<file path="src/rtl/lldram_cmd_pkg.sv">
package lldram_cmd_pkg;
  typedef enum logic [2:0] {
    CMD_NONE  = 3'd0,
    CMD_READ  = 3'd1,
    CMD_WRITE = 3'd2,
    CMD_AREF  = 3'd3,
    CMD_MRS   = 3'd4
  } cmd_e;

  localparam int NUM_STB    = 4;
  localparam int MR_BL_LSB  = 0;
  localparam int MR_BL_W    = 2;
  localparam int MR_LAT_LSB = 2;
  localparam int MR_LAT_W   = 3;
  localparam int MR_IMP_BIT = 8;
  localparam int MR_ODT_BIT = 9;

  localparam logic [MR_BL_W-1:0] BL_CODE_2    = 2'b00;
  localparam logic [MR_BL_W-1:0] BL_CODE_RSVD = 2'b11;
endpackage

</file>
<file path="src/rtl/lldram_cmd_decode.sv">
module lldram_cmd_decode
  import lldram_cmd_pkg::*;
(
  input  logic cs_ni,
  input  logic we_ni,
  input  logic ref_ni,
  output cmd_e cmd_o
);
  always_comb begin
    if (cs_ni) begin
      cmd_o = CMD_NONE;
    end else begin
      unique case ({we_ni, ref_ni})
        2'b11:   cmd_o = CMD_READ;
        2'b01:   cmd_o = CMD_WRITE;
        2'b10:   cmd_o = CMD_AREF;
        default: cmd_o = CMD_MRS;
      endcase
    end
  end
endmodule

</file>
<file path="src/rtl/lldram_cmd_issue.sv">
module lldram_cmd_issue
  import lldram_cmd_pkg::*;
#(
  parameter int ADDR_W = 21,
  parameter int BANK_W = 3
) (
  input  logic              clk_i,
  input  logic              rst_ni,
  input  cmd_e              cmd_i,
  input  logic [ADDR_W-1:0] addr_i,
  input  logic [BANK_W-1:0] bank_i,
  output logic [NUM_STB-1:0] stb_o,
  output logic [ADDR_W-1:0] addr_o,
  output logic [BANK_W-1:0] bank_o
);
  logic [NUM_STB-1:0] stb_d;

  // strobe k is asserted for command code k+1
  for (genvar k = 0; k < NUM_STB; k++) begin : g_stb
    assign stb_d[k] = (cmd_i == cmd_e'(3'(k + 1)));
  end

  always_ff @(posedge clk_i or negedge rst_ni) begin
    if (!rst_ni) begin
      stb_o  <= '0;
      addr_o <= '0;
      bank_o <= '0;
    end else begin
      stb_o <= stb_d;
      if (cmd_i != CMD_NONE) begin
        addr_o <= addr_i;
        bank_o <= bank_i;
      end
    end
  end

  AST_ONE_STROBE: assert property (@(posedge clk_i) disable iff (!rst_ni)
    $onehot0(stb_o));
  AST_IDLE_HOLDS_ADDR: assert property (@(posedge clk_i) disable iff (!rst_ni)
    (cmd_i == CMD_NONE) |=> ($stable(addr_o) && $stable(bank_o)));
  AST_STROBE_DROPS: assert property (@(posedge clk_i) disable iff (!rst_ni)
    (cmd_i == CMD_NONE) |=> (stb_o == '0));
  AST_ADDR_FOLLOWS: assert property (@(posedge clk_i) disable iff (!rst_ni)
    (cmd_i != CMD_NONE) |=> (addr_o == $past(addr_i) && bank_o == $past(bank_i)));
endmodule

</file>
<file path="src/rtl/lldram_mode_reg.sv">
module lldram_mode_reg
  import lldram_cmd_pkg::*;
(
  input  logic                clk_i,
  input  logic                rst_ni,
  input  logic                load_i,
  input  logic [MR_BL_W-1:0]  bl_code_i,
  input  logic [MR_LAT_W-1:0] lat_i,
  input  logic                imp_i,
  input  logic                odt_i,
  output logic [3:0]          burst_len_o,
  output logic [MR_LAT_W-1:0] rd_lat_o,
  output logic                imp_en_o,
  output logic                odt_en_o
);
  logic [MR_BL_W-1:0] bl_code_q;

  always_ff @(posedge clk_i or negedge rst_ni) begin
    if (!rst_ni) begin
      bl_code_q <= BL_CODE_2;
      rd_lat_o  <= '0;
      imp_en_o  <= 1'b0;
      odt_en_o  <= 1'b0;
    end else if (load_i) begin
      if (bl_code_i != BL_CODE_RSVD) bl_code_q <= bl_code_i;
      rd_lat_o <= lat_i;
      imp_en_o <= imp_i;
      odt_en_o <= odt_i;
    end
  end

  // beats = 2 << code
  assign burst_len_o = 4'd2 << bl_code_q;

  AST_BL_LEGAL: assert property (@(posedge clk_i) disable iff (!rst_ni)
    (burst_len_o == 4'd2 || burst_len_o == 4'd4 || burst_len_o == 4'd8));
  AST_RSVD_KEEPS_BL: assert property (@(posedge clk_i) disable iff (!rst_ni)
    (load_i && bl_code_i == BL_CODE_RSVD) |=> $stable(burst_len_o));
  AST_CFG_HOLD: assert property (@(posedge clk_i) disable iff (!rst_ni)
    !load_i |=> ($stable(burst_len_o) && $stable(rd_lat_o) && $stable(imp_en_o)
                 && $stable(odt_en_o)));
  AST_CFG_LOAD: assert property (@(posedge clk_i) disable iff (!rst_ni)
    load_i |=> (rd_lat_o == $past(lat_i) && imp_en_o == $past(imp_i)
                && odt_en_o == $past(odt_i)));
endmodule

</file>
<file path="src/rtl/lldram_cmd_frontend.sv">
module lldram_cmd_frontend
  import lldram_cmd_pkg::*;
#(
  parameter int ADDR_W = 21,
  parameter int BANK_W = 3
) (
  input  logic              clk_i,
  input  logic              rst_ni,
  input  logic              cs_ni,
  input  logic              we_ni,
  input  logic              ref_ni,
  input  logic [ADDR_W-1:0] addr_i,
  input  logic [BANK_W-1:0] bank_i,
  output logic              rd_o,
  output logic              wr_o,
  output logic              aref_o,
  output logic              mrs_o,
  output logic [BANK_W-1:0] bank_o,
  output logic [ADDR_W-1:0] addr_o,
  output logic [3:0]        burst_len_o,
  output logic [MR_LAT_W-1:0] rd_lat_cfg_o,
  output logic              imp_match_en_o,
  output logic              odt_en_o
);
  cmd_e               cmd;
  logic [NUM_STB-1:0] stb;

  lldram_cmd_decode u_decode (
    .cs_ni  (cs_ni),
    .we_ni  (we_ni),
    .ref_ni (ref_ni),
    .cmd_o  (cmd)
  );

  lldram_cmd_issue #(
    .ADDR_W (ADDR_W),
    .BANK_W (BANK_W)
  ) u_issue (
    .clk_i  (clk_i),
    .rst_ni (rst_ni),
    .cmd_i  (cmd),
    .addr_i (addr_i),
    .bank_i (bank_i),
    .stb_o  (stb),
    .addr_o (addr_o),
    .bank_o (bank_o)
  );

  assign rd_o   = stb[0];
  assign wr_o   = stb[1];
  assign aref_o = stb[2];
  assign mrs_o  = stb[3];

  lldram_mode_reg u_mode (
    .clk_i       (clk_i),
    .rst_ni      (rst_ni),
    .load_i      (cmd == CMD_MRS),
    .bl_code_i   (addr_i[MR_BL_LSB +: MR_BL_W]),
    .lat_i       (addr_i[MR_LAT_LSB +: MR_LAT_W]),
    .imp_i       (addr_i[MR_IMP_BIT]),
    .odt_i       (addr_i[MR_ODT_BIT]),
    .burst_len_o (burst_len_o),
    .rd_lat_o    (rd_lat_cfg_o),
    .imp_en_o    (imp_match_en_o),
    .odt_en_o    (odt_en_o)
  );

  AST_DESELECT_QUIET: assert property (@(posedge clk_i) disable iff (!rst_ni)
    cs_ni |=> !(rd_o || wr_o || aref_o || mrs_o));
  AST_MRS_PAIRS: assert property (@(posedge clk_i) disable iff (!rst_ni)
    (!cs_ni && !we_ni && !ref_ni) |=> mrs_o);
  AST_TERM_BITS: assert property (@(posedge clk_i) disable iff (!rst_ni)
    mrs_o |-> (odt_en_o == $past(addr_i[MR_ODT_BIT])
               && imp_match_en_o == $past(addr_i[MR_IMP_BIT])));
endmodule

</file>
<file path="config.mk">
export PLATFORM = sky130hd
export DESIGN_NAME = lldram_cmd_frontend
export DESIGN_NICKNAME = d
export VERILOG_FILES = /design/src/rtl/lldram_cmd_pkg.sv /design/src/rtl/lldram_cmd_decode.sv /design/src/rtl/lldram_cmd_issue.sv /design/src/rtl/lldram_mode_reg.sv /design/src/rtl/lldram_cmd_frontend.sv
export SDC_FILE = /design/constraint.sdc
export NUM_CORES = 1
export LEC_CHECK = 0
export ABC_AREA = 1
export BUFFER_PORTS_ARGS = -buffer_cell sky130_fd_sc_hd__buf_2
export CORE_ASPECT_RATIO = 0.8
export CORE_UTILIZATION = 50
export DETAILED_ROUTE_END_ITERATION = 8
export GPL_TIMING_DRIVEN = 0
export PLACE_DENSITY = 0.84
export SLEW_MARGIN = 10
export SYNTH_ARGS = -nofsm -noshare
export SYNTH_HDL_FRONTEND = slang
export SYNTH_HIERARCHICAL = 1
export SYNTH_SLANG_ARGS = --single-unit
</file>
<file path="constraint.sdc">
create_clock -name clk_i -period 1.5 [get_ports clk_i]
set_input_delay 0.075 -clock clk_i [delete_from_list [all_inputs] [get_ports clk_i]]
set_output_delay 0.075 -clock clk_i [all_outputs]
set_load 0.03 [all_outputs]
</file>
# ---- Word level (Yosys, flattened, before mapping)
# Index checks and enable logic that the tools add are counted.
dict set report classes {
  eq_ne 8
  shift 1
  n_mux 2
  n_reduce_logical 2
}
# operator count
set op_table {}
lappend op_table {{$pmux 3 s3} 1}
lappend op_table {{$eq 3x2->1 const B} 2}
lappend op_table {{$eq 2x2->1 const B} 2}
lappend op_table {{$shl 2x2->4 const A} 1}
lappend op_table {{$eq 3x1->1 const B} 1}
lappend op_table {{$eq 3x3->1 const B} 1}
lappend op_table {{$mux 3} 1}
lappend op_table {{$reduce_bool 3->1} 1}
lappend op_table {{$eq 2x1->1 const B} 1}
lappend op_table {{$ne 2x2->1 const B} 1}
lappend op_table {{$reduce_and 2->1} 1}
dict set report totals {
  out_inout_bits 37
  elab_cells 20
  regBits 35
  in_bits 29
}

# ---- Depth between registers and ports, before layout
dict set report logic_depth {
  word_depth 5
  ltp_mapped 12
  ltp_nobuf 11
}

# ---- Hierarchy
# Netlist, hierarchy kept.
# module seq_area_each_um2 instances cells_each area_per_inst_um2
set modules_own_cells {}
lappend modules_own_cells {lldram_cmd_issue 700.7 1 115 1102.3}
lappend modules_own_cells {lldram_mode_reg 175.2 1 40 319.1}
lappend modules_own_cells {lldram_cmd_decode 0.0 1 13 77.6}
lappend modules_own_cells {lldram_cmd_frontend 0.0 1 3 13.8}

# ---- Worst setup path before layout
# Ideal clock, no wire load.
dict set report synth_timing {
  path_type {input -> register}
  start {in ref_ni}
  end {reg u_issue.addr_o[0]}
  t_arrival_ps 1073
  setup_ps 117
  path_buffers 1
  cell_stages 8
  setup_slack_ps 310
  cell_sequence {inv_1 > ha_1 > inv_1 > nor2_1 > nor2_4 > buf_4 > nand3_1 > nand2_1}
}
dict set report synth_via {
  elab_chain_cells 4
  elab_cells_between_ends 6
  cone_classes {eq/ne: 3; mux: 2; reduce/logical: 1}
}
# element line
set synth_lines {}
lappend synth_lines {{start, declared} lldram_cmd_frontend.sv:11} ;# input logic ref_ni,
lappend synth_lines {{$eq 2x2->1 or $eq 2x1->1 (tied branches)} lldram_cmd_decode.sv:13} ;# unique case ({we_ni, ref_ni})
lappend synth_lines {{$pmux 3 s3 (*)} lldram_cmd_decode.sv:13}
lappend synth_lines {{$mux 3 (*)} lldram_cmd_decode.sv:10} ;# if (cs_ni) begin
lappend synth_lines {{via cmd[1]} lldram_cmd_frontend.sv:25} ;# cmd_e cmd;
lappend synth_lines {{$reduce_bool 3->1 (*)} lldram_cmd_issue.sv:30} ;# if (cmd_i != CMD_NONE) begin
lappend synth_lines {{end signal, assigned} lldram_cmd_issue.sv:31} ;# addr_o <= addr_i;
lappend synth_lines {{end, declared} lldram_cmd_issue.sv:13} ;# output logic [ADDR_W-1:0] addr_o,
# Mark *: on every way through the listed nets, which the timed path passes. The rest lies on a longest branch.
# A chain may end at the register's enable or synchronous reset.

# ---- Worst setup path in the final report
dict set report layout_timing {
  start {in ref_ni}
  end {reg u_issue.addr_o[9]}
}
# Same word-level chain as after synthesis.

==> reports/summary.md <==
The run finished with clean final reports. In this run the worst path has a maximum fanout of 10. The run gives 1.73 ns as the required time at the worst-slack endpoint. The total chip power was 2.99 mW; the post-synthesis average cell area was 8.85 um^2.

Dividing total power by cell area gives a power density of 1350 nW/um^2. The number of synthesized register bits was 35; the share of synthesized flip-flops with an asynchronous set or reset was 1.00. For the proportion of synthesized chip area in sequential cells, the log shows 0.579.

In this run the horizontal extent of the chip is 63.5 um. The number of detailed-route iterations in the first pass came out at 4. After synthesis, the most frequently instantiated cells are nand2_1 (70), dfrtp_1 (35), nand3_1 (25).

The total overflow left after global routing is 0. The worst setup path is launched from an input port. The path class of the tightest hold or removal check is input port to register. By area the synthesized netlist is led by dfrtp_1 (58%), nand2_1 (17%), nand3_1 (8.3%). The finished cells cover 2210 um^2. Counting flops with a built-in enable in the synthesized netlist gives 0.

In the final layout, the multi-input gates occupy 522 um^2. The floorplan step set the die height to 51.2 um. The total I/O pin count was 66; the placed instance area was 1880 um^2. For the cell count after synthesis, the log shows 171.

For the maximum clock insertion buffer count, the log shows 2. The routed design could run at a clock period as short as 1.16 ns. For the max-slew violation count, the log shows 0. The global placement routability congestion is 0.726, and the average detailed-routed wire length per instance is 11.9 um. The pin slew with the least headroom to its limit is 0.749 ns, and the worst-case clock skew is 0 ns. The logs give 1.39 ns for the data arrival time of the worst path and 0.501 for the tightest slew margin relative to the limit. Setup repair after global routing left no endpoint under its margin. The detailed router finished its first iteration with 88 violations. For this block, the routed nets add up to 3.60 mm of wire. Setup violations remaining at the end of the flow were counted as 0. Fraction of final layout cells sized beyond drive strength 1: 0.333.

The library cell with the largest summed area after synthesis was dfrtp_1. Summed over all cells, the static leakage comes to 1.26 nW. The number of placed instances, taps included was 273.

The most used flip-flop cell after synthesis is dfrtp_1. The logs give 0 for the count of endpoints failing hold in the final timing report and 202 for the number of fill cells. Yosys instantiated no cell more often than nand2_1.

The area of the mapped netlist was 1510 um^2; the number of sinks on the clock net was 35. The post-detailed-placement half-perimeter wirelength is 2.32 mm. The floorplan step defined a die boundary enclosing 3250 um^2. Area share of the leading cell type in the synthesized netlist: 0.579.

TritonCTS built the clock tree. The tools report the kind of capture point of the worst setup path as a register. The worst-skew pair later-pin latency was 0.29 ns. The setup TNS was 0 ns. The run gives 1389 as the number of global-route vias before repair. Post-CTS repair changed the size of 0 cells. The global-route wire length before repair is 6.10 mm, and the CTS clock-pin slew for the worst setup and hold paths is 0.07 ns.

Counting the buffers created by CTS gives 5. The tools report the number of nets still failing antenna checks after routing as 0. The tools report the initial standard-cell utilization of the core as 0.539. Across the VDD grid, the largest voltage drop is 877 uV. Registers take 876 um^2. Synthesis-to-layout area growth: 46.0%.

For the number of max-cap violations, the log shows 0. The master cell of the clock root buffer was clkbuf_8. The finished layout holds 302 standard cells, fillers aside. The final route contains 1456 vias. Yosys printed 6 warnings.

The number of diodes added for antenna fixing was 0; the maximum number of pins on one net before global-route repair was 36. The run gives 17 as the row count. The number of antenna violations at the first check in global routing is 0, and the distinct cell type count after synthesis is 17. The ratio of routed vias to standard cells is 4.82, and the total routing usage reported by global routing is 0.255. Timing would allow up to 863 MHz. Final cycle utilization of the critical path: 0.772. The number of nets in the synthesized netlist is 203. After detailed routing, the number of remaining DRC violations is 0. The number of I/O port buffers works out to 64. Worst setup path category: input port to register.

The tools report the core outline area as 2810 um^2. The net count of the finished layout is 295. The tools report the maximum level of the CTS H-tree as 2.
worst max-delay path: stages:
cell     delay [ns]
buf_2          0.10
inv_1          0.05
ha_1           0.26
inv_1          0.04
nor2_1         0.35
nor2_4         0.12
nand2_4        0.12
buf_6          0.15
nand2_1        0.06
nand2_1        0.06
metal layers:
metal | vias up | track usage | routed length [um]
met2 | 58 | 0.427 | 1790
met5 | - | 0 | 0
met4 | 0 | 0.0682 | 34
li1 | 709 | - | -
met3 | 7 | 0.0915 | 264
met1 | 682 | 0.315 | 1510
power by group:
| group | switching (mW) | leakage, nW | internal [mW] | total, mW |
|---|---|---|---|---|
| logic | 0.629 | 0.769 | 0.298 | 0.927 |
| registers | 0.0902 | 0.434 | 1.10 | 1.19 |
| clock network | 0.332 | 0.0612 | 0.537 | 0.870 |
| total | 1.05 | 1.26 | 1.94 | 2.99 |
kinds of logic after synthesis:
| family | synth area share |
|---|---|
| simple gates | 0.312 |
| fa+ha+maj | 0.0248 |
| flops | 0.579 |
| other cells | 0.00248 |
| compound gates | 0.00579 |
| buf+inv | 0.0761 |
layout by cell type (no fill, tap or decap), types with 2 or more instances in the layout:
| master | synthesis | layout |
|---|---|---|
| ha_1 | 3 | 3 |
| nor3_1 | 4 | 4 |
| buf_2 | 2 | 66 |
| nor2_1 | 6 | 6 |
| clkbuf_8 | 0 | 6 |
| dfrtp_1 | 35 | 35 |
| dlygate4sd3_1 | 0 | 21 |
| nand3_1 | 25 | 25 |
| buf_6 | 3 | 3 |
| nand2_1 | 70 | 70 |
| nor2_2 | 3 | 3 |
| inv_1 | 10 | 10 |
| buf_4 | 3 | 3 |
| inv_2 | 2 | 2 |
layout make-up:
class / count / area share
sequential: 35 / 0.397
timing repair buffer: 85 / 0.240
multi-input combinational: 115 / 0.236
clock buffer: 6 / 0.0374
buffer: 8 / 0.0300
inverter: 13 / 0.0221
tap: 38 / 0.0215
clock inverter: 2 / 0.0159
sequential cells by signal, indices dropped and copies added (netlist names):
name / cells
u_issue/bank_o: 3
u_mode/rd_lat_o: 3
u_mode/odt_en_o: 1
u_mode/imp_en_o: 1
u_issue/stb_o: 4
u_mode/bl_code_q: 2
u_issue/addr_o: 21
timing repair:
item	4_1_cts	5_1_grt
buffers inserted	0	0
hold buffers	20	1
hold endpoints to repair	54	1
path summary, 6_finish.rpt:
kind	end	slack (ns)	cells after the start	from
min	u_mode/odt_en_o	0.01	3	addr_i[9]
max reg2reg	u_issue/addr_o[19]	0.85	2	u_issue/addr_o[19]
min reg2reg	u_mode/rd_lat_o[1]	0.48	2	u_mode/rd_lat_o[1]
min in group asynchronous	u_issue/addr_o[2]	0.39	2	rst_ni
max in group asynchronous	u_issue/addr_o[19]	0.63	2	rst_ni
max	u_issue/addr_o[9]	0.34	10	ref_ni
metrics by stage:
step	setup WS (ns)	utilization	hold WS [ns]
floorplan	0.310	-	-0.221
global placement	0.0676	0.670	0.181
detailed placement	0.0267	0.670	0.182
CTS	0.335	0.783	0.00251
global route	0.227	0.787	0.0116
finish	0.341	0.787	0.0121
Note: power is estimated with default switching activity, not from simulation.
